**config.mk**
```make
export PLATFORM = sky130hd
export DESIGN_NAME = lsw_supervisor
export DESIGN_NICKNAME = d
export VERILOG_FILES = /design/src/rtl/lsw_pkg.sv /design/src/rtl/lsw_qualifier.sv /design/src/rtl/lsw_ctrl_fsm.sv /design/src/rtl/lsw_supervisor.sv
export SDC_FILE = /design/constraint.sdc
export NUM_CORES = 1
export LEC_CHECK = 0
export ABC_AREA = 1
export ABC_CLOCK_PERIOD_IN_PS = 5000
export BUFFER_PORTS_ARGS = -buffer_cell sky130_fd_sc_hd__buf_2
export CAP_MARGIN = 0
export CORE_UTILIZATION = 43
export DETAILED_ROUTE_END_ITERATION = 16
export HOLD_SLACK_MARGIN = 0.15
export PLACE_DENSITY = 0.67
export SYNTH_ARGS = -nofsm -noshare
export SYNTH_HDL_FRONTEND = slang
export SYNTH_SLANG_ARGS = --single-unit
```
**constraint.sdc**
```tcl
create_clock -name clk_i -period 5 [get_ports clk_i]
set_clock_uncertainty 0.1 [all_clocks]
set_input_delay 1.25 -clock clk_i [delete_from_list [all_inputs] [get_ports clk_i]]
set_output_delay 1.25 -clock clk_i [all_outputs]
set_load 0.005 [all_outputs]
```
**src/rtl/lsw_pkg.sv**
```systemverilog
package lsw_pkg;

    typedef enum logic [2:0] {
        ST_OFF,
        ST_ARM,
        ST_GOOD,
        ST_RESTART,
        ST_HOT
    } lsw_state_e;

    localparam int CH_EN  = 0;
    localparam int CH_SNS = 1;
    localparam int N_CH   = 2;

endpackage

```
**src/rtl/lsw_qualifier.sv**
```systemverilog
module lsw_qualifier #(
    parameter int RISE_CYC = 8,
    parameter int FALL_CYC = 3
) (
    input  logic clk_i,
    input  logic rst_i,
    input  logic above_i,
    input  logic below_i,
    output logic level_o
);

    localparam int MAXC = (RISE_CYC > FALL_CYC) ? RISE_CYC : FALL_CYC;
    localparam int CW   = $clog2(MAXC + 1);
    localparam logic [CW-1:0] RISE_LAST = CW'(RISE_CYC - 1);
    localparam logic [CW-1:0] FALL_LAST = CW'(FALL_CYC - 1);

    logic          lvl_q;
    logic [CW-1:0] cnt_q;

    always_ff @(posedge clk_i) begin
        if (rst_i) begin
            lvl_q <= 1'b0;
            cnt_q <= '0;
        end else if (!lvl_q) begin
            // rising qualification: uninterrupted run above the upper threshold
            if (above_i) begin
                if (cnt_q == RISE_LAST) begin
                    lvl_q <= 1'b1;
                    cnt_q <= '0;
                end else begin
                    cnt_q <= cnt_q + 1'b1;
                end
            end else begin
                cnt_q <= '0;
            end
        end else begin
            // falling qualification: uninterrupted run below the lower threshold
            if (below_i) begin
                if (cnt_q == FALL_LAST) begin
                    lvl_q <= 1'b0;
                    cnt_q <= '0;
                end else begin
                    cnt_q <= cnt_q + 1'b1;
                end
            end else begin
                cnt_q <= '0;
            end
        end
    end

    assign level_o = lvl_q;


    rise_after_above_chk: assert property (@(posedge clk_i) disable iff (rst_i)
        $rose(lvl_q) |-> $past(above_i));


    fall_after_below_chk: assert property (@(posedge clk_i) disable iff (rst_i)
        $fell(lvl_q) |-> $past(below_i));

endmodule

```
**src/rtl/lsw_ctrl_fsm.sv**
```systemverilog
module lsw_ctrl_fsm
    import lsw_pkg::*;
#(
    parameter int BLANK_CYC   = 8,
    parameter int RESTART_CYC = 20
) (
    input  logic clk_i,
    input  logic rst_i,
    input  logic en_q_i,
    input  logic sns_q_i,
    input  logic sns_above_i,
    input  logic overtemp_i,
    output logic sw_on_o,
    output logic pg_o,
    output logic dis_o
);

    localparam int MAXC = (BLANK_CYC > RESTART_CYC) ? BLANK_CYC : RESTART_CYC;
    localparam int CW   = $clog2(MAXC + 1);
    localparam logic [CW-1:0] BLANK_LAST = CW'(BLANK_CYC - 1);
    localparam logic [CW-1:0] RST_LAST   = CW'(RESTART_CYC - 1);

    lsw_state_e    st_q, st_d;
    logic [CW-1:0] cnt_q, cnt_d;
    logic          sns_dly_q;
    logic          sns_fall;

    assign sns_fall = sns_dly_q & ~sns_q_i;

    // next-state and counter
    always_comb begin
        st_d  = st_q;
        cnt_d = cnt_q;
        if (!en_q_i) begin
            st_d = ST_OFF;
        end else if (overtemp_i) begin
            st_d = ST_HOT;
        end else begin
            unique case (st_q)
                ST_OFF:     st_d = ST_ARM;
                ST_HOT:     st_d = ST_ARM;
                ST_ARM: begin
                    if (sns_fall)
                        st_d = ST_RESTART;
                    else if (sns_above_i && cnt_q == BLANK_LAST)
                        st_d = ST_GOOD;
                end
                ST_GOOD: begin
                    if (sns_fall)
                        st_d = ST_RESTART;
                end
                ST_RESTART: begin
                    if (cnt_q == RST_LAST)
                        st_d = ST_ARM;
                end
                default:    st_d = ST_OFF;
            endcase
        end

        if (st_d != st_q) begin
            cnt_d = '0;
        end else begin
            unique case (st_q)
                ST_ARM:     cnt_d = sns_above_i ? cnt_q + 1'b1 : '0;
                ST_RESTART: cnt_d = cnt_q + 1'b1;
                default:    cnt_d = '0;
            endcase
        end
    end

    // state register
    always_ff @(posedge clk_i) begin
        if (rst_i) begin
            st_q      <= ST_OFF;
            cnt_q     <= '0;
            sns_dly_q <= 1'b0;
        end else begin
            st_q      <= st_d;
            cnt_q     <= cnt_d;
            sns_dly_q <= sns_q_i;
        end
    end

    // outputs
    always_comb begin
        sw_on_o = 1'b0;
        pg_o    = 1'b0;
        unique case (st_q)
            ST_ARM:  sw_on_o = 1'b1;
            ST_GOOD: begin
                sw_on_o = 1'b1;
                pg_o    = 1'b1;
            end
            default: ;
        endcase
        dis_o = ~sw_on_o;
    end


    pg_needs_enable_chk: assert property (@(posedge clk_i) disable iff (rst_i)
        pg_o |-> $past(en_q_i));


    pg_rise_needs_sense_chk: assert property (@(posedge clk_i) disable iff (rst_i)
        $rose(pg_o) |-> $past(sns_above_i));


    hot_opens_switch_chk: assert property (@(posedge clk_i) disable iff (rst_i)
        overtemp_i |=> !sw_on_o);


    restart_full_length_chk: assert property (@(posedge clk_i) disable iff (rst_i)
        (st_q == ST_RESTART && cnt_q != RST_LAST && en_q_i && !overtemp_i)
            |=> (st_q == ST_RESTART && !sw_on_o));

endmodule

```
**src/rtl/lsw_supervisor.sv**
```systemverilog
module lsw_supervisor
    import lsw_pkg::*;
#(
    parameter int BLANK_CYC    = 5000,
    parameter int DEGLITCH_CYC = 250,
    parameter int RESTART_CYC  = 100000
) (
    input  logic clk_i,
    input  logic rst_i,
    input  logic en_above_i,
    input  logic en_below_i,
    input  logic sns_above_i,
    input  logic sns_below_i,
    input  logic overtemp_i,
    output logic switch_on_o,
    output logic power_good_o,
    output logic discharge_o
);

    logic [N_CH-1:0] above_vec, below_vec, level_vec;

    assign above_vec[CH_EN]  = en_above_i;
    assign below_vec[CH_EN]  = en_below_i;
    assign above_vec[CH_SNS] = sns_above_i;
    assign below_vec[CH_SNS] = sns_below_i;

    for (genvar g = 0; g < N_CH; g++) begin : g_qual
        lsw_qualifier #(
            .RISE_CYC (BLANK_CYC),
            .FALL_CYC (DEGLITCH_CYC)
        ) u_qual (
            .clk_i   (clk_i),
            .rst_i   (rst_i),
            .above_i (above_vec[g]),
            .below_i (below_vec[g]),
            .level_o (level_vec[g])
        );
    end

    lsw_ctrl_fsm #(
        .BLANK_CYC   (BLANK_CYC),
        .RESTART_CYC (RESTART_CYC)
    ) u_fsm (
        .clk_i       (clk_i),
        .rst_i       (rst_i),
        .en_q_i      (level_vec[CH_EN]),
        .sns_q_i     (level_vec[CH_SNS]),
        .sns_above_i (sns_above_i),
        .overtemp_i  (overtemp_i),
        .sw_on_o     (switch_on_o),
        .pg_o        (power_good_o),
        .dis_o       (discharge_o)
    );


    discharge_vs_switch_chk: assert property (@(posedge clk_i) disable iff (rst_i)
        discharge_o != switch_on_o);

endmodule

```
==> results.toml, run 1 <==
[floorplanning]
die_w_um = 78.44
dieArea_um2 = 6153
row_count = 27
ios = 10
coreArea_um2 = 5574
initial_core_util_pct = 45.07
die_y_um = 78.44

[cts]
clock-root-buffer = "clkbuf_8"
cts_tree = "yes"
htree_levels = 2
postCtsHoldBufs = 0
post-cts-setup-buffers = 0
clockBufferDepth = 2
clock-sinks = 49
cts-buffers-inserted = 5
cts.clk_slew.worst_paths_ps = 90
post_cts_resized = 0
clk_latency_ps = 290

[outcome]
outcome = "finished clean"

[grt]
grt.total_usage_pct = 16.68
antenna_found_initial = 0
grt_pass1_wl_mm = 8.355
grt_start_max_net_pins = 18
grt.overflow.total = 0
grt_pass1_vias = 2036

[logic_synthesis]
synth_area_um2 = 2512
synth-seq-cells = 49
syn-num-nets = 377
ys.flop_type = "dfxtp_1"
synth.avg_cell_area_um2 = 6.883
synth-seq-area-share_pct = 39.04
synth_cell_type_count = 28
async_flop_share_pct = 0
synth-warning-count = 0
synth_top_cell_area_share_pct = 39.04
synthTopCellsByArea = "dfxtp_1, nor2_1, nand2_1"
synth_cells = 365
synth_edf_count = 0
synth_top_area_cell = "dfxtp_1"

[placement]
dp.cells = 442
dp_hpwl_mm = 3.560
gp_congestion = 0.8483
port_buffers = 9
place_area_um2 = 2614

[power_and_ir_drop]
p_leak_nw = 1.022
irDropWorstVdd_mv = 0.1372
power.density_nw_per_um2 = 243.8

[sta]
rsz0062_at_grt = "false"
final-hold-violation-count = 0
drv_slew = 0
fin_crit_sh_pct = 53.24
max_slew_margin_pct = 31.90
setup_viol_count_final = 0
worstMarginPinSlew_ps = 1018
setup_tns_ps = 0
fmax_ghz = 0.3757
min_period_ps = 2662

[layout]
fin_area_um2 = 2715
final_common_cell = "nor2_1"
area_growth_pct = 8.068
drive_gt1_share_pct = 8.995
fillCellCount = 586
antennaDiodeCount = 0
instances_no_fill = 450
final_cell_mix = "nor2_1, nand2_1, inv_1"
nets = 389

[worst_setup_path]
startpoint = "u_fsm.st_q[2]"
arrival_ps = 1310
start_kind = "flip-flop"
critPathKind = "flip-flop to output port"
worstReg2RegEnd = "u_fsm.cnt_q[7]"
worstPathRequired_ps = 3650
endpoint = "discharge_o"
r2r_start = "u_fsm.st_q[2]"
path_max_fanout = 4
r2r_slack_ps = 3000
r2r_cells = 6
end_kind = "output port"

[routing]
wl_per_cell_um = 10.35
drt-pass1-iter-count = 4
dr_total_vias = 2200
drtIter0Drc = 119
viasPerCell = 4.889
routed_wirelength_mm = 4.656
drc = 0
ant_nets = 0

[job]
drv_cap = 0

[hold_path]
holdCritPathClass = "flip-flop to flip-flop"
-- cell usage after synthesis (2+ instances only) --
cell type,n
nor2_1,69
ha_1,5
xor2_1,9
xnor2_1,2
a21oi_1,4
nor3_1,9
buf_2,2
nand3_1,40
nand4_1,10
o21bai_1,2
inv_1,52
nor4_1,2
o211ai_1,2
nor2_4,4
nor3b_1,4
dfxtp_1,49
o21ai_0,14
or2_2,2
nor2_2,7
nand2_1,68
nand2_2,2
-- cells by family after synthesis --
logic type / Yosys count / share of synthesized area (%)
AOI/OAI and AO/OA: 25 / 5.727
xor gates and xnor gates: 11 / 3.835
adders and majority gates: 5 / 2.490
buffers and inverters: 56 / 9.114
DFF: 49 / 39.04
and+or+nand+nor: 219 / 39.79
-- critical path, stage by stage, from the launching register on --
cell	delay, ps
dfxtp_1	340
inv_1	110
nand2_1	110
nor2_1	180
inv_1	60
nand2_1	70
inv_1	40
buf_2	110
-- where the power goes --
part           switching (mW)  total (mW)  internal, mW
clock network           0.126       0.251         0.125
registers             0.00148       0.393         0.391
logic                  0.0126      0.0179       0.00530
total                   0.140       0.662         0.522
-- layer usage --
| layer | track usage (%) | vias up | routed length, um |
|---|---|---|---|
| li1 | - | 1185 | - |
| met1 | 21.52 | 988 | 2367 |
| met2 | 27.89 | 22 | 2121 |
| met3 | 3.256 | 5 | 116 |
| met4 | 5.185 | 0 | 51 |
| met5 | 0 | - | 0 |
-- through the flow --
| stage | utilization [%] | total power, mW | hold WS [ps] | worst slack [ps] |
|---|---|---|---|---|
| 2_1_floorplan | - | 0.4157 | 333.4 | 2705 |
| 3_3_place_gp | 46.89 | 0.4201 | 347.9 | 2133 |
| 3_5_place_dp | 46.89 | 0.4204 | 355.2 | 2117 |
| 4_1_cts | 48.71 | 0.6717 | 375.6 | 2315 |
| 5_1_grt | 48.71 | 0.6913 | 417.8 | 2213 |
| 6_report | 48.71 | 0.6619 | 369.1 | 2338 |
-- worst min path at each step --
stage	slack, ps	from	end	cells after the start
after floorplan	330	g_qual[0].u_qual.cnt_q[0]	g_qual[0].u_qual.cnt_q[0]	1
after global placement	350	g_qual[0].u_qual.cnt_q[0]	g_qual[0].u_qual.cnt_q[0]	1
after detailed placement	360	g_qual[1].u_qual.cnt_q[0]	g_qual[1].u_qual.cnt_q[0]	1
after CTS	380	g_qual[1].u_qual.cnt_q[0]	g_qual[1].u_qual.cnt_q[0]	1
after global routing	420	g_qual[1].u_qual.cnt_q[0]	g_qual[1].u_qual.cnt_q[0]	1
final	370	g_qual[1].u_qual.cnt_q[0]	g_qual[1].u_qual.cnt_q[0]	1
-- sequential cells by signal, summed over array words and instances (netlist names) --
name,count
g_qual.u_qual.level_o,2
u_fsm.st_q,3
u_fsm.sns_dly_q,1
u_fsm.cnt_q,17
g_qual.u_qual.cnt_q,26
-- final cells by class --
class | instances | area [um^2] | area share (%)
Clock inverter | 1 | 5.005 | 0.1843
Multi-Input combinational cell | 260 | 1303 | 47.97
Clock buffer | 7 | 96.34 | 3.548
Sequential cell | 49 | 980.9 | 36.13
Timing Repair Buffer | 9 | 45.04 | 1.659
Inverter | 52 | 195.2 | 7.189
Tap cell | 72 | 90.09 | 3.318
No activity file was read; power rests on OpenSTA's default activity.
==> run 2: changes to the inputs <==
--- a/config.mk
+++ b/config.mk
@@ -5,14 +5,14 @@
 export SDC_FILE = /design/constraint.sdc
 export NUM_CORES = 1
 export LEC_CHECK = 0
-export ABC_AREA = 1
-export ABC_CLOCK_PERIOD_IN_PS = 5000
+export ABC_AREA = 0
+export ABC_CLOCK_PERIOD_IN_PS = 2400
 export BUFFER_PORTS_ARGS = -buffer_cell sky130_fd_sc_hd__buf_2
 export CAP_MARGIN = 0
 export CORE_UTILIZATION = 43
 export DETAILED_ROUTE_END_ITERATION = 16
 export HOLD_SLACK_MARGIN = 0.15
-export PLACE_DENSITY = 0.67
+export PLACE_DENSITY = 0.69
 export SYNTH_ARGS = -nofsm -noshare
 export SYNTH_HDL_FRONTEND = slang
 export SYNTH_SLANG_ARGS = --single-unit
==> constraint.sdc (replaced) <==
create_clock -name clk_i -period 2.4 [get_ports clk_i]
set_clock_uncertainty 0.1 [all_clocks]
set_input_delay 0.6 -clock clk_i [delete_from_list [all_inputs] [get_ports clk_i]]
set_output_delay 0.6 -clock clk_i [all_outputs]
set_load 0.005 [all_outputs]
==> run 2 against run 1 <==
- synthesized area fell by 4.6%
- die area fell by 4.5%
- sequential share of layout area rose by 1.1 points
- cell area fell by 3.0%
- non-clock buffer count rose by 6
- core utilization rose by 1.6 points
- routed wire length rose by 3.7%
- clock-buffer cell count did not move
- global-route usage rose by 0.44 points
- synthesized cell count fell by 26%
- total power rose by 100%
==> results.toml, run 2 <==
[logic_synthesis]
synth_top_area_cell = "dfxtp_1"
syn-num-nets = 283
synthTopCellsByCount = "dfxtp_1, nor3_1, nor2_1, xnor2_1, nand2_1"
synth_top_cell_area_share_pct = 40.92
async_flop_share_pct = 0
synth_area_um2 = 2397
synthTopCellsByArea = "dfxtp_1, xnor2_1, nor3_1"
synth_edf_count = 0
synth_cells = 271
synth-seq-cells = 49
synth_cell_type_count = 46
synth-warning-count = 0
synth.avg_cell_area_um2 = 8.846
ys.flop_type = "dfxtp_1"
yosys.cell_count.top_type = "dfxtp_1"
synth-seq-area-share_pct = 40.92

[layout]
regMostFlops = "g_qual.u_qual.cnt_q"
largest_register_ffs = 26
utilization_pct = 50.29
nets = 300
fin_area_um2 = 2634
biggestRegsByFlops = "g_qual.u_qual.cnt_q: 26 flops, u_fsm.cnt_q: 17 flops, u_fsm.st_q: 3 flops"
final_common_cell = "dfxtp_1"
antennaDiodeCount = 0
area_growth_pct = 9.864
drive_gt1_share_pct = 8.681
final_cell_mix = "dfxtp_1, nor3_1, nor2_1"

[job]
drv_cap = 0

[routing]
wl_per_cell_um = 13.48
ant_nets = 0
drc = 0
routed_wirelength_mm = 4.827
dr_total_vias = 2002
drt-pass1-iter-count = 4
viasPerCell = 5.592
drtIter0Drc = 88

[cts]
cts_tree = "yes"
cts-buffers-inserted = 5
clock-root-buffer = "clkbuf_8"
clockBufferDepth = 2
clock-sinks = 49
cts.clk_slew.worst_paths_ps = 80
post_cts_resized = 0
post-cts-setup-buffers = 0
postCtsHoldBufs = 0
clk_latency_ps = 290
htree_levels = 2

[sta]
min_period_ps = 2089
setup_tns_ps = 0
final-hold-violation-count = 0
fmax_ghz = 0.4787
max_slew_margin_pct = 50.54
setup_viol_count_final = 0
fin_crit_sh_pct = 87.04
worstMarginPinSlew_ps = 740.3
drv_slew = 0
rsz0062_at_grt = "false"

[worst_setup_path]
end_kind = "flip-flop"
path_max_fanout = 13
critPathKind = "flip-flop to flip-flop"
worstPathRequired_ps = 2480
critPathSlowestCell = "or4_4"
arrival_ps = 2170
max_stage_delay_ps = 500
cpLargestDelayFamily = "simple AND/OR/NAND/NOR gates"
r2r_slack_ps = 310
crit_buf_inv = 1
start_kind = "flip-flop"
crit_chain = "ha_1 -> or3b_1 -> or4_4 -> a32oi_2 -> buf_4 -> nor3_1"

[floorplanning]
ios = 10
initial_core_util_pct = 45.77
dieArea_um2 = 5878
row_count = 26
coreArea_um2 = 5238
die_w_um = 76.67
die_y_um = 76.67

[grt]
grt_util_met2_pct = 26.34
gr-usage-met1_pct = 23.21
met3_usage_pct = 3.929
antenna_found_initial = 0
grt.total_usage_pct = 17.12
grt.overflow.total = 0
grt_start_max_net_pins = 18
grt_pass1_wl_mm = 8.059
grt_pass1_vias = 1724
busiest_layer = "met2"

[power_and_ir_drop]
p_leak_nw = 0.7910
irDropWorstVdd_mv = 0.5019
power.density_nw_per_um2 = 508.9

[outcome]
outcome = "finished clean"

[placement]
dp_hpwl_mm = 3.400
place_area_um2 = 2547
gp_congestion = 0.8402
port_buffers = 9

[hold_path]
holdCritPathClass = "flip-flop to flip-flop"
-- run 2: logic make-up after synthesis --
| kind of cell | Yosys count | share of synthesized area [%] |
|---|---|---|
| AOI/OAI and AO/OA | 32 | 10.23 |
| xor gates and xnor gates | 33 | 12.06 |
| adders and majority gates | 5 | 2.610 |
| buffers and inverters | 20 | 3.496 |
| DFF | 49 | 40.92 |
| and+or+nand+nor | 132 | 30.69 |
-- run 2: cell type report --
class,instances,area [um^2]
Clock buffer,7,86.33
Timing Repair Buffer,15,90.09
Inverter,15,56.30
Tap cell,70,87.58
Multi-Input combinational cell,202,1333
Fill cell,508,2604
Sequential cell,49,980.9
-- run 2: worst paths after layout --
| check | from | end | cells after the start |
|---|---|---|---|
| min reg2reg | u_fsm.cnt_q[0] | u_fsm.cnt_q[0] | 1 |
| max reg2reg | g_qual[1].u_qual.cnt_q[0] | g_qual[1].u_qual.cnt_q[3] | 6 |
| max | g_qual[1].u_qual.cnt_q[0] | g_qual[1].u_qual.cnt_q[3] | 6 |
| min | u_fsm.cnt_q[0] | u_fsm.cnt_q[0] | 1 |
-- run 2: report_power, final --
part / switching [mW] / internal, mW
registers: 0.00374 / 0.815
clock network: 0.258 / 0.229
logic: 0.0208 / 0.0137
total: 0.282 / 1.06
-- run 2: routing by layer --
metal,wire (um),vias up
met4,34,0
met2,2231,28
met3,165,2
met5,0,-
met1,2395,953
li1,-,1019
-- run 2: through the flow --
step	std cells	setup slack, ps	total power, mW	hold WS (ps)
floorplan	271	371.9	0.8589	331.9
global placement	351	297.8	0.8725	367.2
detailed placement	351	290.2	0.8730	359.4
CTS	358	302.3	1.353	379.2
global route	358	107.5	1.390	394.6
finish	358	311.0	1.340	381.6
